**src/rtl/tdm_pair_pkg.sv**
```systemverilog
// Shared constants and types for the two-link TDM multiplexer.
// Assumes byte-wide slots; the bit-in-byte index is the low bits of the counter.
package tdm_pair_pkg;
    localparam int BYTE_W    = 8;
    localparam int BIT_IDX_W = 3;

    typedef enum logic {
        LINK_A = 1'b0,
        LINK_B = 1'b1
    } link_e;
endpackage

```
**src/rtl/tdm_frame_timer.sv**
```systemverilog
// Frame timer: tracks the current bit of the frame and the phase within a bit.
// It realigns on an active frame pulse and flags any pulse that does not fall
// on the counter's own frame end.
// Assumes SLOTS is a power of two and fast_rate changes only at a realignment.
module tdm_frame_timer
    import tdm_pair_pkg::*;
#(
    parameter  int SLOTS      = 128,
    localparam int FRAME_BITS = SLOTS * BYTE_W,
    localparam int POS_W      = $clog2(FRAME_BITS),
    localparam int SLOT_W     = $clog2(SLOTS)
) (
    input  logic              clk,
    input  logic              rst_n,
    input  logic              fast_rate,
    input  logic              fp_in,
    input  logic              fp_pol,
    output logic [POS_W-1:0]  pos,
    output logic              bit_end,
    output logic              load,
    output logic [SLOT_W-1:0] next_slot,
    output logic              align_err
);
    logic ph;
    logic fp_act;
    logic byte_end;
    logic frame_end;

    // Decode pulse polarity and the bit, byte and frame boundaries.
    always_comb begin
        fp_act    = fp_pol ? fp_in : ~fp_in;
        bit_end   = fast_rate ? ph : 1'b1;
        byte_end  = bit_end && (&pos[BIT_IDX_W-1:0]);
        frame_end = bit_end && (pos == POS_W'(FRAME_BITS - 1));
        load      = byte_end || fp_act;
        next_slot = fp_act ? '0 : SLOT_W'(pos[POS_W-1:BIT_IDX_W] + 1'b1);
    end

    // Advance the bit counter, or realign it and report any misalignment.
    always_ff @(posedge clk) begin
        if (!rst_n) begin
            pos       <= '0;
            ph        <= 1'b0;
            align_err <= 1'b0;
        end else begin
            align_err <= fp_act && !frame_end;
            if (fp_act) begin
                pos <= '0;
                ph  <= 1'b0;
            end else if (fast_rate && !ph) begin
                ph <= 1'b1;
            end else begin
                ph  <= 1'b0;
                pos <= frame_end ? '0 : pos + 1'b1;
            end
        end
    end

    assert_realign_R8: assert property (@(posedge clk) disable iff (!rst_n)
        fp_act |=> (pos == '0 && !ph));
    assert_err_cause_R8: assert property (@(posedge clk) disable iff (!rst_n)
        align_err |-> $past(fp_act));
    assert_wrap_R9: assert property (@(posedge clk) disable iff (!rst_n)
        (!fp_act && frame_end) |=> (pos == '0));
    assert_fast_hold_R6: assert property (@(posedge clk) disable iff (!rst_n)
        (fast_rate && !ph && !fp_act) |=> $stable(pos));
endmodule

```
**src/rtl/tdm_tx_serializer.sv**
```systemverilog
// Transmit serializer: fetches one byte per slot from the owning link and
// shifts it out MSB first, one bit per bit period.
// Assumes the requested byte is valid at the clock edge of the fetch cycle.
module tdm_tx_serializer
    import tdm_pair_pkg::*;
#(
    parameter  int SLOT_W = 7,
    localparam int TS_W   = SLOT_W - 1
) (
    input  logic              clk,
    input  logic              rst_n,
    input  logic              load,
    input  logic              bit_end,
    input  logic [SLOT_W-1:0] next_slot,
    input  logic [BYTE_W-1:0] byte_a,
    input  logic [BYTE_W-1:0] byte_b,
    output logic [1:0]        req,
    output logic [TS_W-1:0]   ts,
    output logic              ser_out
);
    logic [BYTE_W-1:0] shreg;
    logic [BYTE_W-1:0] load_byte;

    // One fetch strobe per link, chosen by the parity of the next slot.
    for (genvar l = 0; l < 2; l++) begin : g_req
        assign req[l] = load && (next_slot[0] == 1'(l));
    end

    // Select the owning link's byte and timeslot for the fetch.
    always_comb begin
        load_byte = (link_e'(next_slot[0]) == LINK_B) ? byte_b : byte_a;
        ts        = next_slot[SLOT_W-1:1];
        ser_out   = shreg[BYTE_W-1];
    end

    // Load a new byte at the slot boundary, otherwise shift at each bit end.
    always_ff @(posedge clk) begin
        if (!rst_n) begin
            shreg <= '0;
        end else if (load) begin
            shreg <= load_byte;
        end else if (bit_end) begin
            shreg <= {shreg[BYTE_W-2:0], 1'b0};
        end
    end

    assert_load_msb_R4: assert property (@(posedge clk) disable iff (!rst_n)
        load |=> (ser_out == $past(load_byte[BYTE_W-1])));
    assert_req_onehot_R2: assert property (@(posedge clk) disable iff (!rst_n)
        $onehot0(req));
endmodule

```
**src/rtl/tdm_rx_deserializer.sv**
```systemverilog
// Receive deserializer: samples the serial input at the end of each bit
// period and, after the eighth bit of a slot, presents the byte with its
// timeslot and a one-cycle strobe for the owning link.
// Assumes the position input is the bit currently on the bus.
module tdm_rx_deserializer
    import tdm_pair_pkg::*;
#(
    parameter  int POS_W  = 10,
    localparam int SLOT_W = POS_W - BIT_IDX_W,
    localparam int TS_W   = SLOT_W - 1
) (
    input  logic              clk,
    input  logic              rst_n,
    input  logic              bit_end,
    input  logic [POS_W-1:0]  pos,
    input  logic              ser_in,
    output logic [BYTE_W-1:0] rx_byte,
    output logic [TS_W-1:0]   rx_ts,
    output logic [1:0]        vld
);
    logic [BYTE_W-1:0] shreg;
    logic [SLOT_W-1:0] slot;
    logic              last_bit;

    // Split the position into slot and last-bit-of-byte.
    always_comb begin
        slot     = pos[POS_W-1:BIT_IDX_W];
        last_bit = &pos[BIT_IDX_W-1:0];
    end

    // Shift in sampled bits and emit a completed byte with its owner.
    always_ff @(posedge clk) begin
        if (!rst_n) begin
            shreg   <= '0;
            rx_byte <= '0;
            rx_ts   <= '0;
            vld     <= '0;
        end else begin
            vld <= '0;
            if (bit_end) begin
                shreg <= {shreg[BYTE_W-2:0], ser_in};
                if (last_bit) begin
                    rx_byte        <= {shreg[BYTE_W-2:0], ser_in};
                    rx_ts          <= slot[SLOT_W-1:1];
                    vld[slot[0]]   <= 1'b1;
                end
            end
        end
    end

    assert_vld_onehot_R5: assert property (@(posedge clk) disable iff (!rst_n)
        $onehot0(vld));
    assert_vld_after_sample_R5: assert property (@(posedge clk) disable iff (!rst_n)
        (|vld) |-> $past(bit_end));
endmodule

```
**src/rtl/tdm_pair_mux.sv**
```systemverilog
// Top level: two-link byte-interleaved multiplexer and demultiplexer on one
// serial bus clock. Assumes one clock domain; the frame pulse and serial
// input are synchronous to clk.
module tdm_pair_mux
    import tdm_pair_pkg::*;
#(
    parameter  int SLOTS      = 128,
    localparam int FRAME_BITS = SLOTS * BYTE_W,
    localparam int POS_W      = $clog2(FRAME_BITS),
    localparam int SLOT_W     = $clog2(SLOTS),
    localparam int TS_W       = SLOT_W - 1
) (
    input  logic              clk,
    input  logic              rst_n,
    input  logic              fast_rate,
    input  logic              fp_in,
    input  logic              fp_pol,
    input  logic [BYTE_W-1:0] tx_byte_a,
    input  logic [BYTE_W-1:0] tx_byte_b,
    output logic              tx_req_a,
    output logic              tx_req_b,
    output logic [TS_W-1:0]   tx_ts,
    output logic              ser_out,
    input  logic              ser_in,
    output logic [BYTE_W-1:0] rx_byte,
    output logic [TS_W-1:0]   rx_ts,
    output logic              rx_vld_a,
    output logic              rx_vld_b,
    output logic              align_err
);
    logic [POS_W-1:0]  pos;
    logic              bit_end;
    logic              load;
    logic [SLOT_W-1:0] next_slot;
    logic [1:0]        req;
    logic [1:0]        vld;

    tdm_frame_timer #(.SLOTS(SLOTS)) u_timer (
        .clk       (clk),
        .rst_n     (rst_n),
        .fast_rate (fast_rate),
        .fp_in     (fp_in),
        .fp_pol    (fp_pol),
        .pos       (pos),
        .bit_end   (bit_end),
        .load      (load),
        .next_slot (next_slot),
        .align_err (align_err)
    );

    tdm_tx_serializer #(.SLOT_W(SLOT_W)) u_tx (
        .clk       (clk),
        .rst_n     (rst_n),
        .load      (load),
        .bit_end   (bit_end),
        .next_slot (next_slot),
        .byte_a    (tx_byte_a),
        .byte_b    (tx_byte_b),
        .req       (req),
        .ts        (tx_ts),
        .ser_out   (ser_out)
    );

    tdm_rx_deserializer #(.POS_W(POS_W)) u_rx (
        .clk     (clk),
        .rst_n   (rst_n),
        .bit_end (bit_end),
        .pos     (pos),
        .ser_in  (ser_in),
        .rx_byte (rx_byte),
        .rx_ts   (rx_ts),
        .vld     (vld)
    );

    // Map the per-link vectors onto named ports.
    always_comb begin
        tx_req_a = req[LINK_A];
        tx_req_b = req[LINK_B];
        rx_vld_a = vld[LINK_A];
        rx_vld_b = vld[LINK_B];
    end
endmodule

```
**config.mk**
```make
export PLATFORM = sky130hd
export DESIGN_NAME = tdm_pair_mux
export DESIGN_NICKNAME = d
export VERILOG_FILES = /design/src/rtl/tdm_pair_pkg.sv /design/src/rtl/tdm_frame_timer.sv /design/src/rtl/tdm_tx_serializer.sv /design/src/rtl/tdm_rx_deserializer.sv /design/src/rtl/tdm_pair_mux.sv
export SDC_FILE = /design/constraint.sdc
export NUM_CORES = 1
export LEC_CHECK = 0
export BUFFER_PORTS_ARGS = -buffer_cell sky130_fd_sc_hd__clkbuf_2
export CORE_MARGIN = 3
export CORE_UTILIZATION = 40
export CTS_BUF_LIST = sky130_fd_sc_hd__clkbuf_4 sky130_fd_sc_hd__clkbuf_8 sky130_fd_sc_hd__clkbuf_16
export DETAILED_ROUTE_END_ITERATION = 16
export GPL_ROUTABILITY_DRIVEN = 1
export PLACE_DENSITY = 0.62
export SLEW_MARGIN = 20
export SYNTH_ARGS = -nofsm -noshare
export SYNTH_HDL_FRONTEND = slang
export SYNTH_SLANG_ARGS = --single-unit
```
**constraint.sdc**
```tcl
create_clock -name clk -period 1.57 [get_ports clk]
set_input_delay 0.157 -clock clk [delete_from_list [all_inputs] [get_ports clk]]
set_output_delay 0.157 -clock clk [all_outputs]
set_load 0.02 [all_outputs]
```
# Word-level counts from Yosys, hierarchy flattened
# Index checks and enable logic that the tools add are counted.
# Widths: inputs -> output; s select.
dict set report op_classes {
  bitwise_logic 3
  n_addsub 2
  n_reduce_logical 15
  n_eq_ne 1
  n_lt_le_gt_ge 2
  mux 10
}
# op count
set op_table {}
lappend op_table {{$mux 8} 3}
lappend op_table {{$add 10x1->10 const B} 1}
lappend op_table {{$eq 10x10->1 const B} 1}
lappend op_table {{$mux 10} 1}
lappend op_table {{$add 7x1->7 const B} 1}
lappend op_table {{$logic_and 1x1->1} 7}
lappend op_table {{$mux 7} 1}
lappend op_table {{$reduce_and 5->1} 1}
lappend op_table {{$mux 1} 4}
lappend op_table {{$reduce_and 4->1} 1}
lappend op_table {{$not 1->1} 3}
lappend op_table {{$reduce_and 3->1} 1}
lappend op_table {{$logic_not 1->1} 2}
lappend op_table {{$lt 1x2->1 const B} 1}
lappend op_table {{$reduce_bool 2->1} 1}
lappend op_table {{$reduce_or 2->1} 1}
lappend op_table {{$demux 1 s1} 1}
lappend op_table {{$ge 1x1->1 const B} 1}
lappend op_table {{$logic_or 1x1->1} 1}
dict set report word_totals {
  wordCells 41
  out_inout_bits 26
  input_bits 22
  register_bits 43
}

# Depth between registers and ports, before layout
dict set report logic_depth {
  ltp_word 5
  depth_mapped 8
  mapped_depth_nobuf 6
}

# Hierarchy
# A second synthesis with hierarchy kept.
dict set report unflattened {
  hier_cells 209
  area_unflattened_um2 2016.9
}
# mod seq_area_each_um2 n_inst area_each_um2 cells_each
set by_module_without_submodules {}
lappend by_module_without_submodules {tdm_rx_deserializer 460.4 1 910.9 89}
lappend by_module_without_submodules {tdm_frame_timer 240.2 1 643.1 75}
lappend by_module_without_submodules {tdm_tx_serializer 160.2 1 462.9 45}

# Worst setup path before layout
# OpenSTA, ideal clock, no wires.
dict set report synth_path {
  path_kind {register to register}
  from {reg u_timer.pos[0]}
  to {reg u_tx.shreg[4]}
  path_slack_ns -0.174
  path_buffers 1
  synth_period_minus_slack_ns 1.744
  arrival_ns 1.679
  path_stages_with_launch 8
  setup_time_ns 0.065
  required_time_ns 1.505
  path_cell_list {dfxtp_1 -> ha_1 -> ha_1 -> clkbuf_1 -> nand2_1 -> o21ai_1 -> a22oi_1 -> nor2_1}
}
dict set report synth_via {
  elab_chain_len 4
  elab_cells_between_ends 5
  cone_classes {1 x mux; 4 x reduce/logical}
}
# element line_no
set synth_lines {}
lappend synth_lines {{start, declared} tdm_frame_timer.sv:18} ;# output logic [POS_W-1:0] pos,
lappend synth_lines {{start signal, assigned} tdm_frame_timer.sv:54} ;# pos <= frame_end ? '0 : pos + 1'b1;
lappend synth_lines {{$reduce_and 3->1 (*)} tdm_frame_timer.sv:33} ;# byte_end = bit_end && (&pos[BIT_IDX_W-1:0]);
lappend synth_lines {{$logic_and 1x1->1 (*)} tdm_frame_timer.sv:33}
lappend synth_lines {{$logic_or 1x1->1 (*)} tdm_frame_timer.sv:35} ;# load = byte_end || fp_act;
lappend synth_lines {{$mux 8 / $reduce_bool 2->1 (equally long branches)} --}
lappend synth_lines {{end signal, assigned} tdm_tx_serializer.sv:41} ;# shreg <= load_byte;
lappend synth_lines {{end signal, assigned} tdm_tx_serializer.sv:43} ;# shreg <= {shreg[BYTE_W-2:0], 1'b0};
lappend synth_lines {{end, declared} tdm_tx_serializer.sv:21} ;# logic [BYTE_W-1:0] shreg;
# Every way passes the cells marked *; elsewhere a longest branch is shown, timed or not.
# A chain may end at the register's enable or synchronous reset.

# Worst setup path after layout
dict set report layout_path {
  from {reg u_timer.pos[4]}
  to {out tx_ts[5]}
}
dict set report layout_via {
  elab_chain_len 2
}
# element line_no
set layout_lines {}
lappend layout_lines {{$add 7x1->7} tdm_frame_timer.sv:36} ;# next_slot = fp_act ? '0 : SLOT_W'(pos[POS_W-1:BIT_IDX_W] + 1'b1);
lappend layout_lines {{$mux 7} tdm_frame_timer.sv:36}
lappend layout_lines {{end, declared} tdm_pair_mux.sv:22} ;# output logic [TS_W-1:0] tx_ts,
# Every way passes these cells.

==> impl_metrics.yaml <==
detailed_routing:
  wl_mm: 4.975
  wl_per_cell_um: 13.48
  wl_met3_um: 210
  first_iter_violations: 74
  ant_nets: 0
  top_layer: "met4"
  dr.pass1.iters: 4
  wl_met2_mm: 2.337
  drc: 0
  vias: 1882
  wl_met1_mm: 2.316
  vias_per_cell: 5.100
place:
  place_congestion: 0.8600
  numPortBuffers: 47
  dp_cells: 348
  dp_hpwl_mm: 3.381
  dp_slack_ps: 29.55
critical_path:
  critPathMaxFanout: 3
  cp-end-kind: "primary output"
  criticalPathCategory: "reg2out"
  path_cells: "ha_4 -> nand3_4 -> or2_4 -> xor2_1 -> nor2_1 -> buf_4"
  cp_num_buf_inv: 1
  crit_slowest_cell: "dfxtp_4"
  cp.required_ps: 1410
  crit_arrival_ps: 1490
  startpoint_type: "flip-flop"
  max_stage_delay_ps: 380
  cpLargestDelayFamily: "simple AND/OR/NAND/NOR gates"
layout:
  fin_util_pct: 61.28
  nets: 341
  area_growth_pct: 43.34
  diodes: 0
  fillCellCount: 424
  final_cells: 369
  drive_gt1_share_pct: 40.38
clock_network:
  cts.sinks: 43
  cts_tree: "done"
  cts.path.max_buffers: 2
  ctsRootBufferMaster: "clkbuf_8"
  cts_buffers: 5
  worstSkewPairLatency_ps: 300
  path_clk_slew_ps: 80
  htreeDepth: 2
global_route:
  grt_pass1_vias: 1775
  grtUsageTotal_pct: 18.93
  gr-total-overflow: 0
  grt_pass1_wl_mm: 8.093
  antenna_found_initial: 0
  grt_max_degree: 29
synth:
  seq_area_frac_synth_pct: 44.70
  ys_warn_count: 0
  syn_avg_cell_area_sq_um: 8.125
  synth.distinct_cells: 40
  syn_nets: 262
  syn_area_sq_mm: 0.001926
  ys_ff_latch: 43
  synthCells: 237
sta:
  setup_violations: 1
  final.period_utilization_pct: 104.8
  worst_slew_pin_slew_ps: 474.7
  rsz0062_at_grt: "true"
  fmaxAchievable_ghz: 0.6078
  min_period_ps: 1645
  slew_violations: 0
  fin_skew_ps: 4.920
  tns_ps: -75.25
  max_slew_margin_pct: 68.30
  fin_ws_ps: -75.25
  hold_viol_final: 0
status:
  violations: "negative setup slack"
  outcome: "complete, but fails checks"
die:
  die_area_sq_mm: 0.005682
  start_util_pct: 42.75
  rows: 24
  die_x_um: 75.38
  num_io_pins: 48
  coreArea_sq_mm: 0.004504
  die_h_um: 75.38
pwr:
  p_per_area_mw_per_mm2: 837.4
  ir_worst_vdd_mv: 0.5313
  p_leak_nw: 1.138
  finalPower_mw: 2.311
run:
  drv_cap: 0
worst_hold_path:
  hold_path.class: "in2reg"
-- metrics by stage --
| step | hold slack [ps] | instance area (sq um) |
|---|---|---|
| floorplan | 290.4 | 1939 |
| global placement | 404.0 | 2380 |
| detailed placement | 406.2 | 2380 |
| CTS | 85.41 | 2610 |
| global route | 90.11 | 2760 |
| finish | 100.4 | 2760 |
-- cells in the mapped netlist --
master	n	area (sq um)
a21oi_1	23	115.1
a21oi_2	1	8.760
a22oi_1	6	45.04
a311oi_1	1	8.760
a31o_1	1	8.760
a31oi_1	2	12.51
and2_1	2	12.51
and3_2	1	7.510
and4_1	1	8.760
buf_1	1	3.750
buf_2	5	25.02
buf_4	2	15.01
clkbuf_1	6	22.52
dfxtp_1	43	860.8
ha_1	3	37.54
inv_1	9	33.78
inv_2	1	3.750
nand2_1	56	210.2
nand2_2	1	6.260
nand2b_1	2	12.51
nand3_1	3	15.01
nand3_2	2	20.02
nand3b_1	1	7.510
nand4_1	1	6.260
nor2_1	21	78.83
nor2b_1	1	6.260
nor3_1	7	35.03
nor4_4	1	21.27
o211a_1	1	10.01
o21ai_0	2	10.01
o21ai_1	5	25.02
o221ai_1	6	52.55
o2bb2ai_1	1	8.760
o31ai_2	1	12.51
o32ai_2	2	32.53
or2_1	1	6.260
or3_1	1	6.260
or3_2	1	7.510
xnor2_1	8	70.07
xor2_1	4	35.03
-- tightest hold or removal path: cells and delay by family --
family | cells | cell delay, ps
buffers and inverters | 1 | 90
AND/OR/NAND/NOR | 1 | 50
AO/OA/AOI/OAI | 1 | 50
-- per-layer routing --
metal	up-vias	global-route usage (%)
met3	9	4.617
met4	0	8.350
met2	47	29.82
met1	862	24.61
li1	964	-
met5	-	0
-- layout make-up --
type | count | area, sq um | area share (%)
repair buffers | 86 | 583.1 | 21.12
clock inverters | 2 | 35.03 | 1.269
well taps | 52 | 65.06 | 2.357
clock buffers | 6 | 82.58 | 2.992
multi-input cells | 170 | 1080 | 39.12
flip-flops and latches | 43 | 874.6 | 31.69
inverters | 10 | 40.04 | 1.451
-- placed cells by master (no fill, tap or decap), types with 2 or more instances in the layout --
master    synthesis  routed
xor2_1            4       4
o21ai_1           5       4
clkbuf_2          0      40
a21oi_1          23      23
buf_6             0       3
buf_4             2      40
xnor2_1           8       6
nor3_1            7       7
dfxtp_2           0       2
nand2_1          56      54
inv_1             9       8
and2_1            2       2
ha_4              0       3
clkbuf_8          0       7
a31oi_1           2       2
nor2_1           21      16
o21ai_0           2       2
nand3_1           3       3
xnor2_2           0       2
nand2_4           0       2
dfxtp_1          43      38
a22oi_1           6       6
o32ai_2           2       2
o221ai_1          6       6
dfxtp_4           0       3
nor2_2            0       4
-- flip-flops by register name, indices dropped and copies added, names as in the netlist --
name and cells:
u_timer.pos 10, u_rx.rx_byte 8, u_rx.rx_ts 6, u_tx.shreg 8, u_rx.vld 2, u_rx.shreg 7, u_timer.ph 1, u_timer.align_err 1
-- repair_timing --
item	CTS	global route
endpoints found under the setup margin	3	16
pin swaps	5	11
hold buffers	0	0
gates resized for setup	22	29
buffers inserted	4	10
-- cell families (layout without fill, tap and decap cells) --
family                     count (synthesis)  after routing  share of synthesized area [%]
DFF                                       43             43                          44.70
buffers and inverters                     24            104                          5.392
adders and majority gates                  3              3                          1.950
AOI/OAI and AO/OA                         52             52                          18.19
xor gates and xnor gates                  12             12                          5.458
and+or+nand+nor                          103            103                          24.30
-- power by group --
group / switching (mW) / internal (mW)
registers: 0.0176 / 1.12
clock network: 0.378 / 0.515
logic: 0.152 / 0.133
-- final timing paths --
kind / slack [ps] / to / startpoint / cells past startpoint
setup / recovery: -80 / tx_ts[5] / u_timer.pos[4]$_SDFFE_PP0N_ / 6
hold / removal: 100 / u_rx.rx_byte[0]$_SDFFE_PN0P_ / ser_in / 3
setup reg to reg: 20 / u_timer.pos[2]$_SDFFE_PP0N_ / u_timer.pos[1]$_SDFFE_PP0N_ / 6
hold reg to reg: 450 / u_rx.rx_ts[3]$_SDFFE_PN0P_ / u_rx.rx_ts[3]$_SDFFE_PN0P_ / 2
No activity file was read; power rests on OpenSTA's default activity.
